<file path="src/rtl/mwd_pkg.sv">
package mwd_pkg;
  typedef enum logic [2:0] {
    ST_HUNT,   // waiting for a quiet line
    ST_ARMED,  // quiet seen, next edge opens a frame
    ST_SYNC,   // checking the six sync half-bits
    ST_DATA,   // capturing data and parity half-bits
    ST_GUARD   // watching one bit time after parity, then reporting
  } ctrl_st_e;

  localparam int SYNC_HALVES  = 6;
  localparam int GUARD_HALVES = 2;
endpackage

</file>
<file path="src/rtl/mwd_line_sync.sv">
module mwd_line_sync #(
  parameter int STAGES = 2
) (
  input  logic clk,
  input  logic rst,
  input  logic line_in,
  output logic lvl,
  output logic edge_seen
);
  logic [STAGES-1:0] pipe;
  logic              lvl_d;

  always_ff @(posedge clk) begin
    if (rst) begin
      pipe  <= '0;
      lvl_d <= 1'b0;
    end else begin
      pipe  <= {pipe[STAGES-2:0], line_in};
      lvl_d <= pipe[STAGES-1];
    end
  end

  assign lvl       = pipe[STAGES-1];
  assign edge_seen = lvl ^ lvl_d;
endmodule

</file>
<file path="src/rtl/mwd_half_slicer.sv">
module mwd_half_slicer #(
  parameter int HALF = 4
) (
  input  logic clk,
  input  logic rst,
  input  logic restart,
  input  logic lvl,
  output logic half_vld,
  output logic half_val
);
  localparam int CW = $clog2(HALF + 1);

  logic [CW-1:0] sidx;
  logic [CW-1:0] ones;
  logic [CW-1:0] ones_n;

  assign ones_n = ones + CW'(lvl);

  always_ff @(posedge clk) begin
    if (rst) begin
      sidx     <= '0;
      ones     <= '0;
      half_vld <= 1'b0;
      half_val <= 1'b0;
    end else if (restart) begin
      // the edge sample is sample 0 of the first half-bit
      sidx     <= CW'(1);
      ones     <= CW'(lvl);
      half_vld <= 1'b0;
    end else begin
      half_vld <= 1'b0;
      if (sidx == CW'(HALF - 1)) begin
        half_vld <= 1'b1;
        half_val <= (ones_n > CW'(HALF / 2));
        sidx     <= '0;
        ones     <= '0;
      end else begin
        sidx <= sidx + CW'(1);
        ones <= ones_n;
      end
    end
  end

  // one vote per half-bit period, never on back-to-back cycles
  p_half_spacing_r3: assert property (@(posedge clk) disable iff (rst)
    half_vld |=> !half_vld);
endmodule

</file>
<file path="src/rtl/mwd_frame_ctrl.sv">
module mwd_frame_ctrl
  import mwd_pkg::*;
#(
  parameter int WORD_BITS   = 16,
  parameter int HALF        = 4,
  parameter int IDLE_HALVES = 3
) (
  input  logic                 clk,
  input  logic                 rst,
  input  logic                 lvl,
  input  logic                 edge_seen,
  input  logic                 half_vld,
  input  logic                 half_val,
  output logic                 restart,
  output logic [WORD_BITS-1:0] word_o,
  output logic                 valid_o,
  output logic                 cmd_o,
  output logic                 man_err_o,
  output logic                 par_err_o,
  output logic                 len_err_o
);
  localparam int LAST_DATA = SYNC_HALVES + 2 * (WORD_BITS + 1) - 1;
  localparam int GUARD0    = LAST_DATA + 1;
  localparam int TOTAL     = GUARD0 + GUARD_HALVES;
  localparam int HW        = $clog2(TOTAL);
  localparam int IDLE_CYC  = IDLE_HALVES * HALF;
  localparam int IW        = $clog2(IDLE_CYC + 1);

  ctrl_st_e         st;
  logic [IW-1:0]    idle_cnt;
  logic [HW-1:0]    hidx;
  logic             lead, first_h, prev_h, pair_run, man_acc, len_acc;
  logic [WORD_BITS:0] shreg;
  logic             exp_sync, len_fin, par_bad;

  assign restart  = (st == ST_ARMED) && edge_seen;
  assign exp_sync = (hidx < HW'(SYNC_HALVES / 2)) ? lead : ~lead;
  assign len_fin  = len_acc | (half_val != first_h);
  assign par_bad  = ~(^shreg);

  always_ff @(posedge clk) begin
    if (rst) begin
      st        <= ST_HUNT;
      idle_cnt  <= '0;
      hidx      <= '0;
      lead      <= 1'b0;
      first_h   <= 1'b0;
      prev_h    <= 1'b0;
      pair_run  <= 1'b0;
      man_acc   <= 1'b0;
      len_acc   <= 1'b0;
      shreg     <= '0;
      word_o    <= '0;
      valid_o   <= 1'b0;
      cmd_o     <= 1'b0;
      man_err_o <= 1'b0;
      par_err_o <= 1'b0;
      len_err_o <= 1'b0;
    end else begin
      valid_o   <= 1'b0;
      man_err_o <= 1'b0;
      par_err_o <= 1'b0;
      len_err_o <= 1'b0;
      case (st)
        ST_HUNT: begin
          if (edge_seen) idle_cnt <= '0;
          else if (idle_cnt == IW'(IDLE_CYC - 1)) begin
            st       <= ST_ARMED;
            idle_cnt <= '0;
          end else idle_cnt <= idle_cnt + IW'(1);
        end
        ST_ARMED: begin
          if (edge_seen) begin
            st      <= ST_SYNC;
            lead    <= lvl;
            hidx    <= '0;
            man_acc <= 1'b0;
            len_acc <= 1'b0;
          end
        end
        ST_SYNC: begin
          if (half_vld) begin
            if (half_val != exp_sync) begin
              st       <= ST_HUNT;  // malformed sync: drop silently
              idle_cnt <= '0;
            end else begin
              hidx <= hidx + HW'(1);
              if (hidx == HW'(SYNC_HALVES - 1)) st <= ST_DATA;
            end
          end
        end
        ST_DATA: begin
          if (half_vld) begin
            hidx   <= hidx + HW'(1);
            prev_h <= half_val;
            if (hidx == HW'(SYNC_HALVES)) pair_run <= 1'b0;
            else if (half_val == prev_h) begin
              if (pair_run) len_acc <= 1'b1;
              pair_run <= 1'b1;
            end else pair_run <= 1'b0;
            if (!hidx[0]) first_h <= half_val;
            else begin
              shreg <= {shreg[WORD_BITS-1:0], first_h};
              if (half_val == first_h) man_acc <= 1'b1;
            end
            if (hidx == HW'(LAST_DATA)) st <= ST_GUARD;
          end
        end
        ST_GUARD: begin
          if (half_vld) begin
            if (hidx == HW'(GUARD0)) begin
              first_h <= half_val;
              hidx    <= hidx + HW'(1);
            end else begin
              valid_o   <= ~(man_acc | len_fin | par_bad);
              if (~(man_acc | len_fin | par_bad)) word_o <= shreg[WORD_BITS:1];
              cmd_o     <= lead;
              man_err_o <= man_acc;
              par_err_o <= par_bad;
              len_err_o <= len_fin;
              st        <= ST_HUNT;
              idle_cnt  <= '0;
            end
          end
        end
        default: st <= ST_HUNT;
      endcase
    end
  end

  // a clean strobe never coincides with an error flag
  p_valid_clean_r8: assert property (@(posedge clk) disable iff (rst)
    valid_o |-> !(man_err_o || par_err_o || len_err_o));
  // strobes last one cycle
  p_valid_pulse_r8: assert property (@(posedge clk) disable iff (rst)
    valid_o |=> !valid_o);
  // the word only moves with a clean strobe
  p_word_hold_r8: assert property (@(posedge clk) disable iff (rst)
    (word_o != $past(word_o)) |-> valid_o);
  // arming only follows a cycle with no line change
  p_arm_quiet_r10: assert property (@(posedge clk) disable iff (rst)
    (st == ST_ARMED && $past(st) == ST_HUNT) |-> !$past(edge_seen));
  // every report closes the guard window
  p_report_slot_r11: assert property (@(posedge clk) disable iff (rst)
    (valid_o || man_err_o || par_err_o || len_err_o) |-> $past(st) == ST_GUARD);
endmodule

</file>
<file path="src/rtl/mwd_word_decoder.sv">
module mwd_word_decoder #(
  parameter int SAMPLES_PER_BIT = 8,
  parameter int WORD_BITS       = 16,
  parameter int SYNC_STAGES     = 2,
  parameter int IDLE_HALVES     = 3
) (
  input  logic                 clk,
  input  logic                 rst,
  input  logic                 line_in,
  output logic [WORD_BITS-1:0] word,
  output logic                 word_valid,
  output logic                 is_command,
  output logic                 err_manchester,
  output logic                 err_parity,
  output logic                 err_length
);
  localparam int HALF = SAMPLES_PER_BIT / 2;

  logic lvl, edge_seen, restart, half_vld, half_val;

  mwd_line_sync #(.STAGES(SYNC_STAGES)) u_sync (
    .clk(clk), .rst(rst), .line_in(line_in), .lvl(lvl), .edge_seen(edge_seen)
  );

  mwd_half_slicer #(.HALF(HALF)) u_slicer (
    .clk(clk), .rst(rst), .restart(restart), .lvl(lvl),
    .half_vld(half_vld), .half_val(half_val)
  );

  mwd_frame_ctrl #(
    .WORD_BITS(WORD_BITS), .HALF(HALF), .IDLE_HALVES(IDLE_HALVES)
  ) u_ctrl (
    .clk(clk), .rst(rst), .lvl(lvl), .edge_seen(edge_seen),
    .half_vld(half_vld), .half_val(half_val), .restart(restart),
    .word_o(word), .valid_o(word_valid), .cmd_o(is_command),
    .man_err_o(err_manchester), .par_err_o(err_parity), .len_err_o(err_length)
  );
endmodule

</file>
<file path="config.mk">
export PLATFORM = sky130hd
export DESIGN_NAME = mwd_word_decoder
export DESIGN_NICKNAME = d
export VERILOG_FILES = /design/src/rtl/mwd_pkg.sv /design/src/rtl/mwd_line_sync.sv /design/src/rtl/mwd_half_slicer.sv /design/src/rtl/mwd_frame_ctrl.sv /design/src/rtl/mwd_word_decoder.sv
export SDC_FILE = /design/constraint.sdc
export NUM_CORES = 1
export LEC_CHECK = 0
export ABC_AREA = 1
export BUFFER_PORTS_ARGS = -buffer_cell sky130_fd_sc_hd__buf_2
export CAP_MARGIN = 10
export CELL_PAD_IN_SITES_DETAIL_PLACEMENT = 1
export CELL_PAD_IN_SITES_GLOBAL_PLACEMENT = 2
export CORE_UTILIZATION = 36
export DETAILED_ROUTE_END_ITERATION = 7
export PLACE_DENSITY = 0.83
export SLEW_MARGIN = 20
export SYNTH_ARGS = -nofsm -noshare
export SYNTH_HDL_FRONTEND = slang
export SYNTH_SLANG_ARGS = --single-unit
</file>
<file path="constraint.sdc">
create_clock -name clk -period 3.6 [get_ports clk]
set_input_delay 0.18 -clock clk [delete_from_list [all_inputs] [get_ports clk]]
set_output_delay 0.18 -clock clk [all_outputs]
set_load 0.005 [all_outputs]
</file>
==> results of run 1 <==
-- path summary, 6_finish.rpt --
path                                                      end  slack (ps)  depth (start not counted)
worst max-delay path            u_ctrl.word_o[0]$_SDFFE_PP0P_        1450                         11
worst max register to register  u_ctrl.word_o[0]$_SDFFE_PP0P_        1450                         11
worst min-delay path                u_sync.pipe[0]$_SDFF_PP0_          40                          3
worst min register to register      u_sync.pipe[1]$_SDFF_PP0_         410                          2
-- Yosys cell counts, types with 3 or more instances --
| master | number |
|---|---|
| nand2_1 | 131 |
| inv_1 | 70 |
| dfxtp_1 | 68 |
| nor2_1 | 58 |
| nand3_1 | 40 |
| a21oi_1 | 34 |
| o21ai_0 | 23 |
| inv_2 | 13 |
| nand2_2 | 13 |
| ha_1 | 9 |
| clkbuf_1 | 6 |
| xnor2_1 | 6 |
| buf_2 | 5 |
| nor3_1 | 5 |
| xor2_1 | 5 |
| nor2_2 | 4 |
| nand3b_1 | 3 |
| nand4_1 | 3 |
| nor3_2 | 3 |
| nor4_1 | 3 |
-- registers in the layout, indices dropped and copies added (netlist names), 2 cells and up --
name / flops
u_slicer.sidx: 3
u_ctrl.hidx: 6
u_ctrl.idle_cnt: 4
u_ctrl.shreg: 17
u_slicer.ones: 3
u_sync.pipe: 2
u_ctrl.st: 3
u_ctrl.word_o: 16
-- power by group --
part	switching, mW	total, mW	internal [mW]	leakage (nW)
Sequential	0.0379	0.824	0.786	0.550
Clock	0.296	0.652	0.356	0.102
Combinational	0.234	0.347	0.112	1.13
Total	0.568	1.82	1.25	1.78
-- through the flow --
step / area, µm² / cells
6_report: 3941 / 677
5_1_grt: 3941 / 677
4_1_cts: 3941 / 677
3_5_place_dp: 3739 / 661
3_3_place_gp: 3739 / 661
2_1_floorplan: 3517 / 520
-- area by class of cell --
cell class,count,area (µm²),share of cell area (%)
sequential,68,1361,34.54
multi-input combinational,355,1770,44.92
clock inverter,4,47.55,1.206
tap,129,161.4,4.095
timing repair buffer,25,130.1,3.302
inverter,84,315.3,8.000
clock buffer,12,155.1,3.937
-- placed cells by master, fill, tap and decap left out, types with 2 or more instances in the layout --
master / n
dfxtp_1: 68
nand3_1: 40
o21ai_1: 2
clkbuf_8: 11
clkinv_2: 2
nand2_2: 13
nor4_1: 3
xnor2_1: 6
buf_2: 23
nand3b_1: 3
inv_1: 70
nor2_4: 2
nor2_1: 58
a21oi_1: 34
buf_4: 2
inv_2: 13
nand4_1: 3
nor3_1: 5
a31o_2: 2
xor2_1: 5
nor3_2: 3
nor2_2: 4
o21ai_0: 23
ha_1: 9
nand2_1: 131
-- worst max-delay path, delay by kind of cell (launching register included) --
family | cells | cell delay (ps)
simple gates | 8 | 1230
buf+inv | 2 | 190
fa+ha+maj | 1 | 230
flops | 1 | 410
-- cell families (layout without fill, tap and decap cells) --
group | Yosys count | count (layout) | synth area share [%]
xor+xnor | 11 | 11 | 2.739
compound gates | 64 | 64 | 9.676
buf+inv | 97 | 125 | 10.96
flops | 68 | 68 | 38.71
fa+ha+maj | 9 | 9 | 3.202
simple gates | 271 | 271 | 34.72
-- routing by layer --
metal / up-vias / GRT usage (%) / share of wire [%]
met1: 1488 / 24.05 / 50
met2: 36 / 31.56 / 46
met4: 0 / 6.243 / 1.2
li1: 1667 / - / -
met3: 10 / 3.537 / 2.6
met5: - / 0 / 0
==> run metrics, run 1 <==
status complete, no violations; largest cells by area after synthesis dfxtp_1 (39%), nand2_1 (14%), inv_1 (7.5%); largest net degree at the start of global routing 35; number of flops mapped to enable cells by yosys 0; max-cap violations 0; crit path from u_ctrl.hidx[0]$_SDFFE_PP0P_; DR WL/cell roughly 13 µm; syn_nets 532; Seq/Total Area, Yosys 38.71%; Final setup viols 0; vias per inst roughly 4.7; Hold Buf Count CTS 0; Placer Congestion 0.8245; final wirelength 8602 µm; max-slew violations 0; die height 100.8 µm; cell leakage power 1.783 nW; FF+latch count, synth 68; layout cells sized above 1 around 15%; Final Hold Fails 0; CTS buffer count 9; clock-pin slew on the worst setup and hold paths 70 ps; Startpoint Class flop; critical path, cell by cell inv_1 > ha_1 > nand3_1 > nor3_2 > nor2_4 > nand2_2 > nor2_8 > nand3_4 > nand2_2 > inv_1 > nor2_1; fin worst setup slack approximately 1500 ps; later-pin clock latency in the skew report about 340 ps; Synth Flop Type dfxtp_1; DIE WIDTH 100.8 µm; Worst EP required slightly below 4000 ps; post-layout net count 555; DRT Pass-1 Iters 4; YS warnings 0; Yosys cell types 34; Pwr Total 1.822 mW; area grow syn2layout 12.06%; Cell Pwr Density 462.4 mW/mm²; R2R Path Start u_ctrl.hidx[0]$_SDFFE_PP0P_; Root Buffer clkbuf_8; initial core utilization a little under two fifths; TNS Setup 0 ps; Final HPWL DP 6288 µm; Max transition margin 53.40%; vias in the first global route 3,245; CP Class reg -> reg; via count approximately 3,200; Max Clk Rate around 470 MHz; Fillers approximately 1,300; Worst EP arrival 2420 ps; buffers added on ports 23; Critical Path Max Stage Delay around 400 ps; Fin Hold WS around 37 ps; core footprint 0.009371 mm²; Final Core Density a little over two fifths; Rows 35; clock sink count 68; hold_sp line_in; Avg Inst Size Synth 6.764 µm²; hold crit path type in -> reg; CTS tree done; global-route wire length before repair 14,990 µm; number of setup buffers added after CTS 0; GR Util All Layers 18.73%; antenna diode count 0; area leader, netlist dfxtp_1; Worst-Margin Slew 694.7 ps; ANT nets after route 0; initial antenna violation count 0; min cycle time layout 2150 ps; post-synth top area share 38.71%; maximum vdd ir drop 0.2420 mV; RSZ-0062 raised after global routing no; DRC violations left 0; crit-path max FO 17; die area between 0.01 and 0.015 mm²; Cells after Synth 520; final setup skew 8.305 ps; crit share post-route between 50% and 60%; Synth Cell Area 0.003517 mm²; H-Tree Depth 3; Clock Path Buffers 2; FFs w/ async S/R, synth 0%; total grt overflow 0; cts repair resizes 0; IO Count 24; slowest cell on the critical path dfxtp_1; Place WS 1435 ps; Iter 0 DRT Violations 68; critical path endpoint category flop
Power figures use the tool's default switching activity.
==> inputs of run 2 (changes only) <==
--- a/config.mk
+++ b/config.mk
@@ -10,9 +10,9 @@
 export CAP_MARGIN = 10
 export CELL_PAD_IN_SITES_DETAIL_PLACEMENT = 1
 export CELL_PAD_IN_SITES_GLOBAL_PLACEMENT = 2
-export CORE_UTILIZATION = 36
+export CORE_UTILIZATION = 30
 export DETAILED_ROUTE_END_ITERATION = 7
-export PLACE_DENSITY = 0.83
+export PLACE_DENSITY = 0.73
 export SLEW_MARGIN = 20
 export SYNTH_ARGS = -nofsm -noshare
 export SYNTH_HDL_FRONTEND = slang
==> constraint.sdc (replaced) <==
create_clock -name clk -period 1.8 [get_ports clk]
set_input_delay 0.09 -clock clk [delete_from_list [all_inputs] [get_ports clk]]
set_output_delay 0.09 -clock clk [all_outputs]
set_load 0.005 [all_outputs]
==> run metrics, run 2 (same netlist as run 1, synthesis figures left out) <==
status complete, no violations (unchanged); R2R setup slack 150 ps (was 1450 ps); Clk network pwr share 41.4% (was 35.8%); r2r endpoint u_ctrl.word_o[14]$_SDFFE_PP0P_ (was u_ctrl.word_o[0]$_SDFFE_PP0P_); Worst EP arrival 1920 ps (was 2420 ps); Worst Hold Depth 3 (unchanged); Post-Layout Inst Area 0.004337 mm² (was 0.003941 mm²); crit-path max FO 9 (was 17); Rows 39 (was 35); Cell Pwr Density 972.0 mW/mm² (was 462.4 mW/mm²); fin worst setup slack 148.7 ps (was 1450 ps); maximum vdd ir drop 0.3873 mV (was 0.2420 mV); Final setup viols 0 (unchanged); Clock Path Buffers 2 (unchanged); vias per inst 4.610 (was 4.728); combinational power share 19.4% (was 19.0%); final setup skew 7.281 ps (was 8.305 ps); buffers added on ports 23 (unchanged); hold_sp rst (was line_in); die area 0.01216 mm² (was 0.01017 mm²); area grow syn2layout 23.30% (was 12.06%); Worst EP required 2070 ps (was 3870 ps); fin cells 710 (was 677); GR Util All Layers 16.35% (was 18.73%); R2R Path Start u_ctrl.hidx[1]$_SDFFE_PP0P_ (was u_ctrl.hidx[0]$_SDFFE_PP0P_); Pwr Total 4.215 mW (was 1.822 mW); ANT nets after route 0 (unchanged); Max transition margin 70.73% (was 53.40%); max-cap violations 0 (unchanged); CTS tree done (unchanged); via count 3,273 (was 3,201); max reg flops 17 (unchanged); layout cells sized above 1 20.81% (was 14.78%); Fin Hold WS 170.7 ps (was 36.91 ps); crit path from u_ctrl.hidx[1]$_SDFFE_PP0P_ (was u_ctrl.hidx[0]$_SDFFE_PP0P_); vias in the first global route 3,217 (was 3,245); Reg power frac 39.1% (was 45.2%); Placement Cell Area 0.003874 mm² (was 0.003739 mm²); Sw Ratio 30.14% (was 31.18%); Placer Congestion 0.7388 (was 0.8245); Place WS -56.96 ps (was 1435 ps); largest net degree at the start of global routing 45 (was 35); IO Count 24 (unchanged); Startpoint Class flop (unchanged); Root Buffer clkbuf_16 (was clkbuf_8); cell leakage power 1.991 nW (was 1.783 nW); DRC violations left 0 (unchanged); DIE WIDTH 110.3 µm (was 100.8 µm); top flop regs u_ctrl.shreg: 17 flops, u_ctrl.word_o: 16 flops, u_ctrl.hidx: 6 flops (unchanged); CTS buffer count 9 (unchanged); Net Switching 1.271 mW (was 0.5682 mW); die height 110.3 µm (was 100.8 µm); FF-to-FF path depth 12 (was 11); most common cell after layout, fill and taps aside nand2_1 (unchanged); Hold EP u_ctrl.hidx[3]$_SDFFE_PP0P_ (was u_sync.pipe[0]$_SDFF_PP0_); TNS Setup 0 ps (unchanged); initial antenna violation count 0 (unchanged); Iter 0 DRT Violations 92 (was 68); most frequent cells in the layout nand2_1 (130), inv_1 (70), dfxtp_1 (62) (was nand2_1 (131), inv_1 (70), dfxtp_1 (68)); Final HPWL DP 6689 µm (was 6288 µm); dpl cells 689 (was 661); Final Core Density 37.98% (was 42.06%); global-route wire length before repair 15,280 µm (was 14,990 µm); largest register by flop count u_ctrl.shreg (unchanged); max-slew violations 0 (unchanged); DRT Pass-1 Iters 4 (unchanged); final wirelength 9134 µm (was 8602 µm); Final Hold Fails 0 (unchanged); later-pin clock latency in the skew report 340 ps (about the same); Int Power 2.945 mW (was 1.254 mW); hold crit path type in -> reg (unchanged); clock sink count 68 (unchanged); critical path endpoint category flop (unchanged); total grt overflow 0 (unchanged); initial core utilization 30.80% (was 37.53%); crit share post-route 91.74% (was 59.71%); CP Class reg -> reg (unchanged); Worst-Margin Slew 439.0 ps (was 694.7 ps); Max Clk Rate 605.6 MHz (was 465.2 MHz); antenna diode count 0 (unchanged); clock-pin slew on the worst setup and hold paths 60 ps (was 70 ps); core footprint 0.01142 mm² (was 0.009371 mm²); post-layout net count 574 (was 555); min cycle time layout 1651 ps (was 2150 ps); DR WL/cell 12.86 µm (was 12.71 µm); H-Tree Depth 3 (unchanged)
run 2: worst max path at each step:
stage	to	slack (ps)	cells past startpoint
2_1_floorplan	u_ctrl.word_o[0]$_SDFFE_PP0P_	110	12
3_3_place_gp	u_ctrl.word_o[2]$_SDFFE_PP0P_	50	11
3_5_place_dp	u_ctrl.word_o[6]$_SDFFE_PP0P_	-60	11
4_1_cts	u_ctrl.idle_cnt[2]$_SDFFE_PP0P_	20	11
5_1_grt	u_ctrl.st[0]$_SDFFE_PP0P_	-10	10
6_report	u_ctrl.word_o[14]$_SDFFE_PP0P_	150	12
run 2: what timing repair did:
item,in CTS,in global routing
pin swaps,0,3
cloned,0,1
resized for setup,0,27
setup buffers,2,1
endpoints found under the hold margin,1,0
setup endpoints to repair,16,43
hold buffers,1,0
run 2: final cells by class:
type	instances	area, µm²
Fill cell	1441	7082
Timing Repair Buffer	43	305.3
Inverter	84	315.3
Clock inverter	7	67.56
Tap cell	143	178.9
Multi-Input combinational cell	356	1876
Clock buffer	9	225.2
Sequential cell	68	1369
run 2: layer usage:
layer,up-vias,global-route usage (%),routed length (µm)
li1,1709,-,-
met1,1521,20.90,4392
met2,32,26.93,4373
met3,11,2.410,193
met4,0,7.801,174
met5,-,0,0
run 2: worst max-delay path, cell delays in order (launching register included):
cell and delay, ps:
dfxtp_2 360, inv_1 70, ha_1 210, nand3_4 120, nor3_4 50, nor2_4 130
nand2_4 80, nor2_8 110, nand3_4 110, buf_12 160, nand2_2 50, inv_1 30
nor2_1 90
run 2: power groups by stage:
| stage | sequential [mW] | combinational, mW | clock [mW] |
|---|---|---|---|
| finish | 1.65 | 0.819 | 1.75 |
| floorplan | 1.66 | 0.554 | 0 |
| global route | 1.66 | 0.952 | 1.87 |
| global placement | 1.67 | 0.745 | 0 |
| detailed placement | 1.68 | 0.760 | 0 |
| CTS | 1.64 | 0.774 | 1.81 |
